[src/rtl/psg_pkg.sv]
package psg_pkg;
    localparam int PRE_DIV  = 16;
    localparam int TONE_W   = 12;
    localparam int NOISE_W  = 5;
    localparam int LFSR_W   = 17;
    localparam int LFSR_TAP = 3;
    localparam int LVL_W    = 4;
    localparam int NUM_CH   = 3;
    localparam int FINE_W   = 8;
    localparam int COARSE_W = TONE_W - FINE_W;

    typedef enum logic {
        TONE_LOW  = 1'b0,
        TONE_HIGH = 1'b1
    } tone_state_t;
endpackage

[src/rtl/psg_prescale.sv]
module psg_prescale #(
    parameter int DIV = 16
) (
    input  logic clk,
    input  logic rst_n,
    output logic tick
);
    localparam int CW = (DIV > 1) ? $clog2(DIV) : 1;
    localparam logic [CW-1:0] LAST = CW'(DIV - 1);

    logic [CW-1:0] cnt_q;

    always_ff @(posedge clk or negedge rst_n) begin
        if (!rst_n) cnt_q <= '0;
        else if (cnt_q == LAST) cnt_q <= '0;
        else cnt_q <= cnt_q + 1'b1;
    end

    always_comb tick = (cnt_q == LAST);
endmodule

[src/rtl/psg_tone_gen.sv]
module psg_tone_gen
    import psg_pkg::*;
#(
    parameter int W = 12
) (
    input  logic         clk,
    input  logic         rst_n,
    input  logic         tick,
    input  logic [W-1:0] period,
    output logic         tone
);
    tone_state_t state_q, state_d;
    logic [W-1:0] cnt_q, cnt_d, period_eff;
    logic [W:0]   cnt_inc;
    logic         reload;

    always_ff @(posedge clk or negedge rst_n) begin
        if (!rst_n) begin
            state_q <= TONE_LOW;
            cnt_q   <= '0;
        end else begin
            state_q <= state_d;
            cnt_q   <= cnt_d;
        end
    end

    always_comb begin
        period_eff = (period == '0) ? W'(1) : period;
        cnt_inc    = {1'b0, cnt_q} + 1'b1;
        reload     = tick && (cnt_inc >= {1'b0, period_eff});
        cnt_d      = cnt_q;
        state_d    = state_q;
        if (tick) cnt_d = reload ? '0 : cnt_inc[W-1:0];
        unique case (state_q)
            TONE_LOW:  if (reload) state_d = TONE_HIGH;
            TONE_HIGH: if (reload) state_d = TONE_LOW;
        endcase
    end

    always_comb tone = (state_q == TONE_HIGH);
endmodule

[src/rtl/psg_noise_gen.sv]
module psg_noise_gen #(
    parameter int W   = 5,
    parameter int LW  = 17,
    parameter int TAP = 3
) (
    input  logic          clk,
    input  logic          rst_n,
    input  logic          tick,
    input  logic [W-1:0]  period,
    output logic [LW-1:0] lfsr
);
    logic [W-1:0]  cnt_q, period_eff;
    logic [W:0]    cnt_inc;
    logic          step;

    always_comb begin
        period_eff = (period == '0) ? W'(1) : period;
        cnt_inc    = {1'b0, cnt_q} + 1'b1;
        step       = tick && (cnt_inc >= {1'b0, period_eff});
    end

    always_ff @(posedge clk or negedge rst_n) begin
        if (!rst_n) begin
            cnt_q <= '0;
            lfsr  <= LW'(1);
        end else if (tick) begin
            cnt_q <= step ? '0 : cnt_inc[W-1:0];
            if (step) lfsr <= {lfsr[0] ^ lfsr[TAP], lfsr[LW-1:1]};
        end
    end
endmodule

[src/rtl/psg_chan_mix.sv]
module psg_chan_mix #(
    parameter int LW = 4
) (
    input  logic          clk,
    input  logic          rst_n,
    input  logic          tone,
    input  logic          noise,
    input  logic          tone_off,
    input  logic          noise_off,
    input  logic [LW:0]   level_cfg,
    input  logic [LW-1:0] env_level,
    output logic [LW-1:0] amp
);
    logic          gate;
    logic [LW-1:0] level;

    always_comb begin
        gate  = (tone | tone_off) & (noise | noise_off);
        level = level_cfg[LW] ? env_level : level_cfg[LW-1:0];
    end

    always_ff @(posedge clk or negedge rst_n) begin
        if (!rst_n) amp <= '0;
        else amp <= gate ? level : '0;
    end
endmodule

[src/rtl/psg_tone_mixer.sv]
module psg_tone_mixer
    import psg_pkg::*;
(
    input  logic             clk,
    input  logic             rst_n,
    input  logic [7:0]       tone_fine_a,
    input  logic [7:0]       tone_coarse_a,
    input  logic [7:0]       tone_fine_b,
    input  logic [7:0]       tone_coarse_b,
    input  logic [7:0]       tone_fine_c,
    input  logic [7:0]       tone_coarse_c,
    input  logic [7:0]       noise_cfg,
    input  logic [7:0]       mix_cfg,
    input  logic [7:0]       level_cfg_a,
    input  logic [7:0]       level_cfg_b,
    input  logic [7:0]       level_cfg_c,
    input  logic [LVL_W-1:0] env_level,
    output logic [LVL_W-1:0] amp_a,
    output logic [LVL_W-1:0] amp_b,
    output logic [LVL_W-1:0] amp_c
);
    logic                pre_tick;
    logic [TONE_W-1:0]   period [NUM_CH];
    logic [LVL_W:0]      lvl    [NUM_CH];
    logic [LVL_W-1:0]    amp    [NUM_CH];
    logic [NUM_CH-1:0]   tone_bits;
    logic [LFSR_W-1:0]   noise_word;
    logic                unused_cfg_bits;

    assign period[0] = {tone_coarse_a[COARSE_W-1:0], tone_fine_a};
    assign period[1] = {tone_coarse_b[COARSE_W-1:0], tone_fine_b};
    assign period[2] = {tone_coarse_c[COARSE_W-1:0], tone_fine_c};
    assign lvl[0] = level_cfg_a[LVL_W:0];
    assign lvl[1] = level_cfg_b[LVL_W:0];
    assign lvl[2] = level_cfg_c[LVL_W:0];
    assign amp_a = amp[0];
    assign amp_b = amp[1];
    assign amp_c = amp[2];
    assign unused_cfg_bits = ^{tone_coarse_a[7:COARSE_W], tone_coarse_b[7:COARSE_W],
                               tone_coarse_c[7:COARSE_W], noise_cfg[7:NOISE_W],
                               mix_cfg[7:2*NUM_CH], level_cfg_a[7:LVL_W+1],
                               level_cfg_b[7:LVL_W+1], level_cfg_c[7:LVL_W+1]};

    psg_prescale #(.DIV(PRE_DIV)) u_pre (
        .clk(clk), .rst_n(rst_n), .tick(pre_tick)
    );

    psg_noise_gen #(.W(NOISE_W), .LW(LFSR_W), .TAP(LFSR_TAP)) u_noise (
        .clk(clk), .rst_n(rst_n), .tick(pre_tick),
        .period(noise_cfg[NOISE_W-1:0]), .lfsr(noise_word)
    );

    for (genvar ch = 0; ch < NUM_CH; ch++) begin : g_ch
        psg_tone_gen #(.W(TONE_W)) u_tone (
            .clk(clk), .rst_n(rst_n), .tick(pre_tick),
            .period(period[ch]), .tone(tone_bits[ch])
        );
        psg_chan_mix #(.LW(LVL_W)) u_mix (
            .clk(clk), .rst_n(rst_n),
            .tone(tone_bits[ch]), .noise(noise_word[0]),
            .tone_off(mix_cfg[ch]), .noise_off(mix_cfg[NUM_CH+ch]),
            .level_cfg(lvl[ch]), .env_level(env_level), .amp(amp[ch])
        );
    end
endmodule

[config.mk]
export PLATFORM = sky130hd
export DESIGN_NAME = psg_tone_mixer
export DESIGN_NICKNAME = d
export VERILOG_FILES = /design/src/rtl/psg_pkg.sv /design/src/rtl/psg_prescale.sv /design/src/rtl/psg_tone_gen.sv /design/src/rtl/psg_noise_gen.sv /design/src/rtl/psg_chan_mix.sv /design/src/rtl/psg_tone_mixer.sv
export SDC_FILE = /design/constraint.sdc
export NUM_CORES = 1
export LEC_CHECK = 0
export BUFFER_PORTS_ARGS = -buffer_cell sky130_fd_sc_hd__buf_2
export CORE_MARGIN = 1
export CORE_UTILIZATION = 50
export CTS_CLUSTER_DIAMETER = 100
export DETAILED_ROUTE_END_ITERATION = 8
export HOLD_SLACK_MARGIN = 0.12
export PLACE_DENSITY = 0.81
export SLEW_MARGIN = 20
export SYNTH_ARGS = -nofsm -noshare
export SYNTH_HDL_FRONTEND = slang
export SYNTH_SLANG_ARGS = --single-unit
[constraint.sdc]
create_clock -name clk -period 2.7 [get_ports clk]
set_clock_uncertainty 0.1 [all_clocks]
set_input_delay 0.27 -clock clk [delete_from_list [all_inputs] [get_ports clk]]
set_output_delay 0.27 -clock clk [all_outputs]
set_load 0.005 [all_outputs]
# After elaboration in Yosys (flattened, before gate mapping)
# Cells that the tools add are included.
dict set report totals {
  register_bits 77
  wordCells 68
  out_inout_bits 12
}
dict set report op_classes {
  n_addsub 5
  order_cmp 4
  bitwise 13
  reduce_logical 9
  n_eq_ne 1
  n_mux 24
}
# operator n
set ops {}
lappend ops {{$mux W12} 6}
lappend ops {{$add A12 B1 Y13 const B} 3}
lappend ops {{$ge A13 B12 Y1} 3}
lappend ops {{$logic_not A12 Y1} 3}
lappend ops {{$mux W4} 7}
lappend ops {{$mux W5} 2}
lappend ops {{$add A5 B1 Y6 const B} 1}
lappend ops {{$ge A6 B5 Y1} 1}
lappend ops {{$mux W1} 6}
lappend ops {{$or A1 B1 Y1} 6}
lappend ops {{$pmux W1 S2} 3}
lappend ops {{$logic_not A5 Y1} 1}
lappend ops {{$add A4 B1 Y4 const B} 1}
lappend ops {{$eq A4 B4 Y1 const B} 1}
lappend ops {{$logic_and A1 B1 Y1} 4}
lappend ops {{$and A1 B1 Y1} 3}
lappend ops {{$not A1 Y1} 3}
lappend ops {{$reduce_and A2 Y1} 1}
lappend ops {{$xor A1 B1 Y1} 1}

# Logic depth before layout (Yosys ltp)
# Gate-level depths: netlist of run 1.
dict set report logic_depth {
  depth_word 6
  depth_mapped 14
}

# Modules after synthesis
# Synthesis of run 1 repeated with hierarchy kept, for this count alone.
dict set report unflattened {
  cells_unflattened 512
  area_unflattened_um2 5255.0
}
# mod area_per_inst_um2 cells_each n_inst
set modules_own_cells {}
lappend modules_own_cells {{psg_tone_gen (g_ch[1].u_tone ...)} 1163.6 122 2}
lappend modules_own_cells {psg_noise_gen 1131.1 84 1}
lappend modules_own_cells {{psg_tone_gen (g_ch[0].u_tone)} 1128.6 129 1}
lappend modules_own_cells {psg_chan_mix 166.4 14 3}
lappend modules_own_cells {psg_prescale 168.9 13 1}

# Worst setup path before layout of run 1
# No wires, ideal clock.
dict set report synth_timing {
  path_kind {flip-flop to flip-flop}
  start {register g_ch[2].u_tone.cnt_q[0]}
  end {register g_ch[2].u_tone.cnt_q[5]}
  arrival_time_ns 2.563
  t_required_ns 2.536
  path_slack_ns -0.027
  period_less_slack_ns 2.727
  setup_ns 0.064
  path_stages_with_launch 14
  path_cell_list {dfrtp_1 -> ha_1 -> and4_4 -> and4_4 -> nand3_1 -> xnor2_1 -> ha_1 -> a21oi_1 -> nor2b_1 -> a311oi_2 -> o211ai_2 -> buf_6 -> a21oi_1 -> a21o_1}
}
dict set report synth_via {
  elab_chain_cells 4
}
# element line_no
set synth_rtl {}
lappend synth_rtl {{start, declared} psg_tone_gen.sv:13} ;# logic [W-1:0] cnt_q, cnt_d, period_eff;
lappend synth_rtl {{start signal, assigned} psg_tone_gen.sv:23} ;# cnt_q <= cnt_d;
lappend synth_rtl {{$add A12 B1 Y13 (*)} psg_tone_gen.sv:29} ;# cnt_inc = {1'b0, cnt_q} + 1'b1;
lappend synth_rtl {{$ge A13 B12 Y1} psg_tone_gen.sv:30} ;# reload = tick && (cnt_inc >= {1'b0, period_eff});
lappend synth_rtl {{$logic_and A1 B1 Y1} psg_tone_gen.sv:30}
lappend synth_rtl {{$mux W12 (*)} psg_tone_gen.sv:33} ;# if (tick) cnt_d = reload ? '0 : cnt_inc[W-1:0];
# Mark *: on every way between the ends. The rest lies on a longest branch, timed or not.
# A chain may end at the register's enable or synchronous reset.

# Final worst setup path of run 1
dict set report layout_timing {
  start {register g_ch[2].u_tone.cnt_q[0]}
  end {register g_ch[2].u_tone.cnt_q[8]}
}
# The elaborated chain is that of the path after synthesis.

==> results of run 1 <==
-- final cells by class --
cell class	count	area [µm²]	area share [%]
Clock buffer	10	137.6	2.031
Clock inverter	5	75.07	1.108
Inverter	41	153.9	2.271
Multi-Input combinational cell	372	3162	46.65
Sequential cell	77	1929	28.47
Tap cell	129	161.4	2.381
Timing Repair Buffer	168	1159	17.09
-- cell usage in the layout, fill, tap and decap left out, types with 11 or more instances in the layout --
| cell | count |
|---|---|
| xnor2_1 | 16 |
| inv_1 | 41 |
| buf_4 | 63 |
| dfrtp_1 | 75 |
| mux2_4 | 11 |
| mux2i_1 | 12 |
| o21ai_2 | 18 |
| ha_1 | 41 |
| a22o_1 | 12 |
| nor2_1 | 31 |
| nand3_1 | 16 |
| buf_2 | 79 |
| nand2_1 | 48 |
| dlygate4sd3_1 | 16 |
-- where the power goes --
group          internal (W)  switching (W)
registers           0.00124      0.0000939
clock network      0.000536       0.000418
logic              0.000460       0.000434
total               0.00224       0.000946
-- layer usage --
| layer | GRT usage (%) | vias to the layer above | part of all wire (%) |
|---|---|---|---|
| met5 | 0 | - | 0 |
| li1 | - | 2113 | - |
| met4 | 9.476 | 0 | 2.3 |
| met2 | 44.64 | 95 | 55 |
| met1 | 28.62 | 2148 | 41 |
| met3 | 3.329 | 32 | 2.3 |
-- sequential cells by signal (all words and copies together), names as in the netlist --
| name | cells |
|---|---|
| u_noise.lfsr | 17 |
| g_ch.u_mix.amp | 12 |
| g_ch.u_tone.cnt_q | 36 |
| u_pre.cnt_q | 4 |
| g_ch.u_tone.tone | 3 |
| u_noise.cnt_q | 5 |
-- cells in the mapped netlist (7+ instances only) --
cell type  instances
nand3_1           20
mux2_4            10
nor3_1             7
ha_1              46
nand4_1            9
a22o_1            12
mux2_2            11
and3_1             9
dfrtp_1           76
nor2_1            36
xnor2_1           27
inv_1             41
xor2_1            11
nand2_1           53
o21ai_0           26
o21ai_1            9
a21oi_1            9
clkbuf_1          12
mux2i_1           12
-- critical path: stages (launching register included) --
cell	delay [ns]
dfrtp_1	0.39
ha_4	0.15
and4_4	0.22
and4_4	0.23
nand3_2	0.09
xnor2_2	0.17
ha_1	0.34
nand3_1	0.13
nor3_1	0.22
o31ai_1	0.14
o211ai_4	0.17
o21ai_0	0.13
a22o_1	0.26
-- cell families (layout without fill, tap and decap cells) --
group / count (synthesis) / count (layout) / synth area share, %
AO/OA/AOI/OAI: 90 / 90 / 12.76
XOR/XNOR: 38 / 38 / 6.777
adder cells (fa/ha/maj): 46 / 46 / 11.72
buffers and inverters: 59 / 224 / 5.096
flip-flops: 77 / 77 / 39.26
multiplexers: 33 / 33 / 8.026
AND/OR/NAND/NOR: 165 / 165 / 16.36
-- through the flow --
stage	TNS (ns)	std cells
floorplan	0	508
global placement	-2.685	753
detailed placement	-4.401	753
CTS	-1.440	792
global route	-7.011	802
finish	-2.201	802
-- worst max-delay path by stage --
stage | startpoint | end | slack, ns | depth (start not counted)
floorplan | g_ch[1].u_tone.cnt_q[0]$_DFFE_PN0P_ | g_ch[1].u_tone.cnt_q[8]$_DFFE_PN0P_ | 0.01 | 13
global placement | g_ch[1].u_tone.cnt_q[0]$_DFFE_PN0P_ | g_ch[1].u_tone.cnt_q[0]$_DFFE_PN0P_ | -0.16 | 12
detailed placement | g_ch[2].u_tone.cnt_q[1]$_DFFE_PN0P_ | g_ch[2].u_tone.cnt_q[0]$_DFFE_PN0P_ | -0.24 | 12
CTS | g_ch[2].u_tone.cnt_q[0]$_DFFE_PN0P_ | g_ch[2].u_tone.cnt_q[6]$_DFFE_PN0P_ | -0.12 | 13
global route | g_ch[0].u_tone.cnt_q[1]$_DFFE_PN0P_ | g_ch[0].u_tone.cnt_q[7]$_DFFE_PN0P_ | -0.31 | 14
finish | g_ch[2].u_tone.cnt_q[0]$_DFFE_PN0P_ | g_ch[2].u_tone.cnt_q[8]$_DFFE_PN0P_ | -0.19 | 12
-- timing repair --
action / in CTS / in global routing
hold buffers: 16 / 0
buffers inserted: 8 / 10
pin swaps: 34 / 29
gates resized for setup: 44 / 62
endpoints found under the hold margin: 88 / 0
endpoints found under the setup margin: 39 / 46
==> flow_summary.ini, run 1 <==
[worst_setup_path]
reg2reg_depth = 12
timing.rr.end = g_ch[2].u_tone.cnt_q[8]$_DFFE_PN0P_
crit_fanout = 7
reg2reg_setup_slack_ns = -0.19
reg2reg_from = g_ch[2].u_tone.cnt_q[0]$_DFFE_PN0P_
cp_data_arrival_time_ns = 3.01
start_kind = flop
worstPathRequired_ns = 2.83
path_class = flop to flop
cp-end-kind = flop

[grt]
first_global_vias = 4419
grt_pass1_wl_um = 19560
antenna_found_initial = 0
grt_max_degree = 78
grt_util_all_layers_pct = 24.29
overflow = 0

[timing]
slew_headroom_pct = 66.94
tightestPinTransition_ns = 0.4958
hold_viol = 0
maxSlewViolCount = 0
final.min_clock_period_ns = 2.886
setup_viol = 22
fin_ws_ns = -0.1860
rsz0062_at_grt = true
hold_ws_ns = 0.1275
max_freq_ghz = 0.3465
finalCritPeriodShare_pct = 106.9

[route]
wl_per_cell_um = 16.20
wl_um = 12990
dr.pass1.iters = 4
viasPerCell = 5.471
ant_nets = 0
drt-initial-drc-count = 127
routed-via-count = 4388
drc = 0

[placed_design]
place_ws_ns = -0.2384
dp_hpwl_um = 7979
postPlaceCellArea_mm2 = 0.005809
io_buffers = 79
routabilityCongestion = 0.8494

[logic_synthesis]
synth_nets = 648
yosys_most_used_dff = dfrtp_1
synth_edf_count = 0
syn-cell-area_mm2 = 0.004911
ys_ff_latch = 77
synth.area.top_cells = dfrtp_1, ha_1, xnor2_1, nand2_1, inv_1
synth_cell_types = 50
syn_inst = 508
async_flop_share_pct = 100.0
yosysWarnings = 0
yosysTopAreaCell = dfrtp_1
ys_seq_area_share_pct = 39.26
synth_top_area_share_pct = 38.73
syn_avg_cell_area_um2 = 9.667

[layout]
fin_nets = 809
final_design_area_no_fill_mm2 = 0.006778
antenna_cells = 0
syn_to_final_growth_pct = 38.01
layout-drive-gt1-share_pct = 40.71
final_util_pct = 72.32
fill_cells = 636

[min_path]
min_to = g_ch[2].u_mix.amp[3]$_DFF_PN0_
hold_depth = 3
min-delay-start = env_level[3]
hold_path_class = primary input to flop

[run_status]
outcome = finished with violations
violations = negative setup slack

[flow_run]
maxCapViolCount = 0

[power]
ir_drop_uv = 324.6
power.density_mw_per_mm2 = 470.0
power_w = 0.003186
leakagePower_nw = 3.483

[clocking]
cts_sinks = 77
cts-root-buf = clkbuf_8
clk_pin_slew_ns = 0.08
tritoncts = built
cts_buffer_depth = 2
numCtsBuffers = 9
clkLatencyLatePin_ns = 0.35
h-tree-depth = 3

[floorplanning]
die-area_mm2 = 0.01022
io_pins = 106
die_h_um = 101.1
start_util_pct = 52.40
row_count = 35
coreArea_mm2 = 0.009371
dieWidth_um = 101.1
Power figures use the tool's default switching activity.
==> run 2: changes to the inputs <==
Settings changed: CELL_PAD_IN_SITES_DETAIL_PLACEMENT from default to 1, CELL_PAD_IN_SITES_GLOBAL_PLACEMENT from default to 2, CORE_UTILIZATION 50 to 31, PLACE_DENSITY 0.81 to 0.82.
==> run 2 against run 1 <==
  * The flow still finishes with violations (negative setup slack)
  * Register-to-register slack better by 0.02 ns
  * Sequential share of layout area is 2.1 points lower
  * Hold slack better by 0.0069 ns
  * Routed wire length is 14% higher
  * Total power is 13% higher
  * Design area is 7.8% higher
  * Global-route usage is 6.6 points lower
  * Sequential power hardly changed
  * Fmax is 0.53% higher
  * Via count is 1.0% higher
  * Clock-buffer cell count is 1 higher
  * Cell count is 12% higher
  * Largest cell class unchanged
  * Largest power group unchanged
==> flow_summary.ini, run 2 (same netlist as run 1, synthesis figures left out) <==
[layout]
antenna_cells = 0
mostFrequentLayoutCell = buf_2
top_register = g_ch.u_tone.cnt_q
layout-drive-gt1-share_pct = 44.77
multi_input_area_mm2 = 0.003351
syn_to_final_growth_pct = 48.74
fin_nets = 823
largest_reg_flops = 36
final_cell_mix = buf_2, dfrtp_1, buf_4
final_design_area_no_fill_mm2 = 0.007305
reg.largest.list = g_ch.u_tone.cnt_q (36), u_noise.lfsr (17), g_ch.u_mix.amp (12)
fill_cells = 1744
regArea_mm2 = 0.001928

[grt]
grt_pass1_wl_um = 22810
antenna_found_initial = 0
first_global_vias = 4776
grt_util_all_layers_pct = 17.71
overflow = 0
grt_max_degree = 78

[clocking]
clkLatencyLatePin_ns = 0.34
numCtsBuffers = 9
cts_buffer_depth = 2
cts_sinks = 77
cts-root-buf = clkbuf_16
tritoncts = built
clk_pin_slew_ns = 0.06
h-tree-depth = 3

[floorplanning]
coreArea_mm2 = 0.01531
start_util_pct = 32.07
row_count = 45
die_h_um = 127.9
die-area_mm2 = 0.01635
io_pins = 106
dieWidth_um = 127.9

[power]
leakagePower_nw = 3.624
power.density_mw_per_mm2 = 490.7
ir_drop_uv = 394.5

[run_status]
violations = negative setup slack
outcome = finished with violations

[timing]
final.min_clock_period_ns = 2.871
rsz0062_at_grt = true
max_freq_ghz = 0.3483
finalCritPeriodShare_pct = 106.3
tightestPinTransition_ns = 0.5393
hold_viol = 0
setup_viol = 39
setup_tns_ns = -3.151
slew_headroom_pct = 64.04
fin_ws_ns = -0.1708
maxSlewViolCount = 0
hold_ws_ns = 0.1345

[worst_setup_path]
start_kind = flop
reg2reg_depth = 12
worstPathRequired_ns = 2.87
timing.rr.end = g_ch[0].u_tone.cnt_q[3]$_DFFE_PN0P_
crit_fanout = 6
reg2reg_setup_slack_ns = -0.17
cp_data_arrival_time_ns = 3.04
reg2reg_from = g_ch[0].u_tone.cnt_q[3]$_DFFE_PN0P_
path_class = flop to flop
cp-end-kind = flop
crit_path_start = g_ch[0].u_tone.cnt_q[3]$_DFFE_PN0P_

[placed_design]
routabilityCongestion = 0.8010
postPlaceCellArea_mm2 = 0.005947
io_buffers = 79
dp_hpwl_um = 9663

[route]
viasPerCell = 4.930
drc = 0
ant_nets = 0
dr.pass1.iters = 4
wl_um = 14860
wl_per_cell_um = 16.53
drt-initial-drc-count = 88
routed-via-count = 4432

[min_path]
min-delay-start = env_level[3]
hold_path_class = primary input to flop
min_to = g_ch[1].u_mix.amp[3]$_DFF_PN0_
hold_depth = 3

[flow_run]
maxCapViolCount = 0
-- run 2: changes by cell type in the layout (fill, tap and decap cells not counted), moves of 4 or more --
cell and delta:
buf_4 +9, clkbuf_16 +9, buf_6 +8, clkbuf_8 -8, nor2_4 +6, nand3_1 -5
nor2_1 -4, o21ai_1 +4
-- run 2: where the power goes --
part | internal [W] | total [W] | switching, W
logic | 0.000511 | 0.000994 | 0.000483
clock network | 0.000766 | 0.00125 | 0.000487
registers | 0.00124 | 0.00134 | 0.0000930
total | 0.00252 | 0.00358 | 0.00106
-- run 2: worst max path at each step --
stage	endpoint	slack, ns	cells past startpoint
floorplan	g_ch[1].u_tone.cnt_q[8]$_DFFE_PN0P_	0.01	13
global placement	g_ch[2].u_tone.cnt_q[0]$_DFFE_PN0P_	-0.14	12
detailed placement	g_ch[2].u_tone.tone$_DFF_PN0_	-0.24	13
CTS	g_ch[0].u_tone.cnt_q[3]$_DFFE_PN0P_	-0.09	13
global route	g_ch[0].u_tone.cnt_q[3]$_DFFE_PN0P_	-0.35	12
finish	g_ch[0].u_tone.cnt_q[3]$_DFFE_PN0P_	-0.17	12
-- run 2: stage by stage --
step                      instances  power, W  util (%)  setup slack (ns)
after floorplan                 508  0.001732         -           0.01311
after global placement          841  0.002024     38.83           -0.1445
after detailed placement        841  0.002078     38.83           -0.2390
after CTS                       882  0.003427     44.11          -0.08722
after global routing            899  0.003774     47.70           -0.3506
final                           899  0.003584     47.70           -0.1708
-- run 2: cell type report --
class | count | area share [%]
clock inverter | 5 | 0.8051
multi-input combinational | 372 | 45.87
inverter | 41 | 2.107
timing repair buffer | 182 | 17.75
clock buffer | 11 | 3.460
sequential | 77 | 26.40
tap | 211 | 3.614
-- run 2: repair_timing --
action,CTS,global route
hold buffers,13,0
endpoints found under the hold margin,88,0
resized for setup,60,89
buffers inserted,12,16
pin swaps,52,67
gates cloned,0,0
setup endpoints to repair,39,55
-- run 2: critical path, cell delays in order, from the launching register on --
cell	delay, ns
dfrtp_1	0.37
nand4_1	0.22
nor2_4	0.21
nand4_1	0.16
xnor2_2	0.25
ha_1	0.30
a21o_1	0.17
a221oi_2	0.30
o211ai_1	0.16
buf_4	0.20
buf_6	0.14
a21oi_2	0.10
a21o_1	0.12
-- run 2: per-layer routing --
metal	track usage (%)	up-vias	share of wire [%]
li1	-	2133	-
met1	20.09	2189	40
met2	33.31	74	55
met3	2.629	36	2.2
met4	6.644	0	2.5
met5	0	-	0
==> run 3: changes to the inputs <==
Settings changed: SLEW_MARGIN 20 to default.
Clock period 2.7 ns to 2.6 ns, I/O delays scaled along.
==> run 3 against run 2 <==
  * The flow still finishes with violations (negative setup slack)
  * Combinational power hardly changed
  * Setup slack worse by 0.035 ns
  * Register-to-register slack got worse by 0.04 ns
  * Via count down 1.2%
  * Design area down 0.24%
  * Routed wire length down 5.1%
  * Cell count is 0.22% higher
  * Non-clock buffer count up 1
  * Sequential power is 4% higher
  * Sequential cell count unchanged
  * Critical endpoint is now g_ch[1].u_tone.cnt_q[4]$_DFFE_PN0P_
  * Fmax grew 2.3%
  * First-iteration DRC count increased by 18%
==> flow_summary.ini, run 3 (same netlist as run 1, synthesis figures left out) <==
[grt]
grt_util_all_layers_pct = 17.57
antenna_found_initial = 1
use_met3_pct = 2.462
grt_pass1_wl_um = 22690
grtUsageMet2_pct = 33.18
overflow = 0
first_global_vias = 4775
grt-busiest-layer = met2
grt_max_degree = 78
grt.met1_usage_pct = 19.64

[flow_run]
maxCapViolCount = 0

[worst_setup_path]
cp_top_family = simple AND/OR/NAND/NOR gates
start_kind = flop
path_class = flop to flop
crit_chain = ha_4 > and3_4 > and3_4 > nand3_4 > xnor2_4 > ha_4 > a21oi_4 > nor2b_2 > a311oi_2 > nand3_2 > buf_6 > o21ai_2 > a22o_1
crit_fanout = 6
cp_data_arrival_time_ns = 2.97
reg2reg_from = g_ch[1].u_tone.cnt_q[1]$_DFFE_PN0P_
cp-end-kind = flop
worstPathRequired_ns = 2.77
slowest_delay_ns = 0.42
worst_path_max_delay_cell = dfrtp_1
cp_num_buf_inv = 1
crit_path_start = g_ch[1].u_tone.cnt_q[1]$_DFFE_PN0P_

[route]
viasPerCell = 4.862
wl_per_cell_um = 15.64
ant_nets = 0
routed-via-count = 4381
drt-initial-drc-count = 104
dr.pass1.iters = 4
drc = 0
wl_um = 14090

[clocking]
clkLatencyLatePin_ns = 0.34
cts_buffer_depth = 2
clk_pin_slew_ns = 0.06
tritoncts = built
h-tree-depth = 3
cts-root-buf = clkbuf_16
cts_sinks = 77
numCtsBuffers = 9

[layout]
top_register = g_ch.u_tone.cnt_q
largest_reg_flops = 36
syn_to_final_growth_pct = 48.38
fin_nets = 824
layout-drive-gt1-share_pct = 46.15
reg.largest.list = g_ch.u_tone.cnt_q (36), u_noise.lfsr (17), g_ch.u_mix.amp (12)
mostFrequentLayoutCell = buf_2
final_cell_mix = buf_2, dfrtp_1, buf_4

[power]
leakagePower_nw = 3.640
power_w = 0.003587
ir_drop_uv = 304.8
power.density_mw_per_mm2 = 492.3

[floorplanning]
start_util_pct = 32.07
row_count = 45
dieWidth_um = 127.9
coreArea_mm2 = 0.01531
die-area_mm2 = 0.01635
die_h_um = 127.9
io_pins = 106

[placed_design]
routabilityCongestion = 0.7924
dp_hpwl_um = 9347
io_buffers = 79
place_ws_ns = -0.3428

[timing]
rsz0062_at_grt = true
hold_viol = 0
final.min_clock_period_ns = 2.806
slew_headroom_pct = 33.29
setup_viol = 33
maxSlewViolCount = 0
tightestPinTransition_ns = 1.001
max_freq_ghz = 0.3564
finalCritPeriodShare_pct = 107.9
fin_ws_ns = -0.2059

[min_path]
hold_path_class = primary input to flop
min-delay-start = env_level[1]

[run_status]
violations = negative setup slack
outcome = finished with violations
## run 3: changes by cell type in the layout (fill, tap and decap cells not counted), moves of 3 or more
cell,delta
o21ai_1,-4
ha_4,+3
nand3_2,+3
o21ai_2,+3
xnor2_1,-3
## run 3: worst paths after layout
check	endpoint	slack (ns)	cells after the start
worst max-delay path	g_ch[1].u_tone.cnt_q[4]$_DFFE_PN0P_	-0.21	13
worst min-delay path	g_ch[0].u_mix.amp[1]$_DFF_PN0_	0.13	3
worst max register to register	g_ch[1].u_tone.cnt_q[4]$_DFFE_PN0P_	-0.21	13
worst min register to register	g_ch[1].u_tone.tone$_DFF_PN0_	0.40	1
max in group asynchronous	g_ch[1].u_mix.amp[3]$_DFF_PN0_	1.22	2
min in group asynchronous	g_ch[0].u_mix.amp[2]$_DFF_PN0_	0.51	2
## run 3: final cells by class
cell class	count	area, µm²
fill	1713	8028
multi-input combinational	372	3374
sequential	77	1928
timing repair buffer	183	1287
tap	211	264.0
clock buffer	10	229.0
inverter	41	153.9
clock inverter	6	47.55
antenna	1	2.502
## run 3: tightest hold or removal path, cell delays in order
cell and delay [ns]:
buf_2 0.11, mux2i_1 0.07, nor2_1 0.08
## run 3: layer usage
layer / share of wire (%) / up-vias / routed length (µm)
li1: - / 2128 / -
met1: 42 / 2170 / 5852
met2: 55 / 58 / 7718
met3: 1.3 / 25 / 182
met4: 2.4 / 0 / 341
met5: 0 / - / 0
## run 3: timing repair
action	CTS	global route
setup endpoints to repair	46	39
endpoints found under the hold margin	88	0
setup buffers	10	16
gates resized for setup	71	76
hold buffers	13	0
pin swaps	36	49
## run 3: where the power goes
group | leakage (nW) | total, W | switching, W | internal, W
clock network | 0.133 | 0.00119 | 0.000530 | 0.000655
logic | 2.51 | 0.00101 | 0.000472 | 0.000536
registers | 1.00 | 0.00139 | 0.000102 | 0.00129
total | 3.64 | 0.00359 | 0.00110 | 0.00248
## run 3: per-stage QoR
step	cells	utilization (%)	hold slack (ns)	area (µm²)	setup TNS (ns)
after floorplan	508	-	-0.1356	4943	0
after global routing	901	47.58	0.1411	7287	-9.230
after detailed placement	845	39.16	0.3790	5997	-8.642
after global placement	845	39.16	0.3663	5997	-5.284
final	901	47.58	0.1279	7287	-3.662
after CTS	884	44.38	0.1216	6797	-2.944
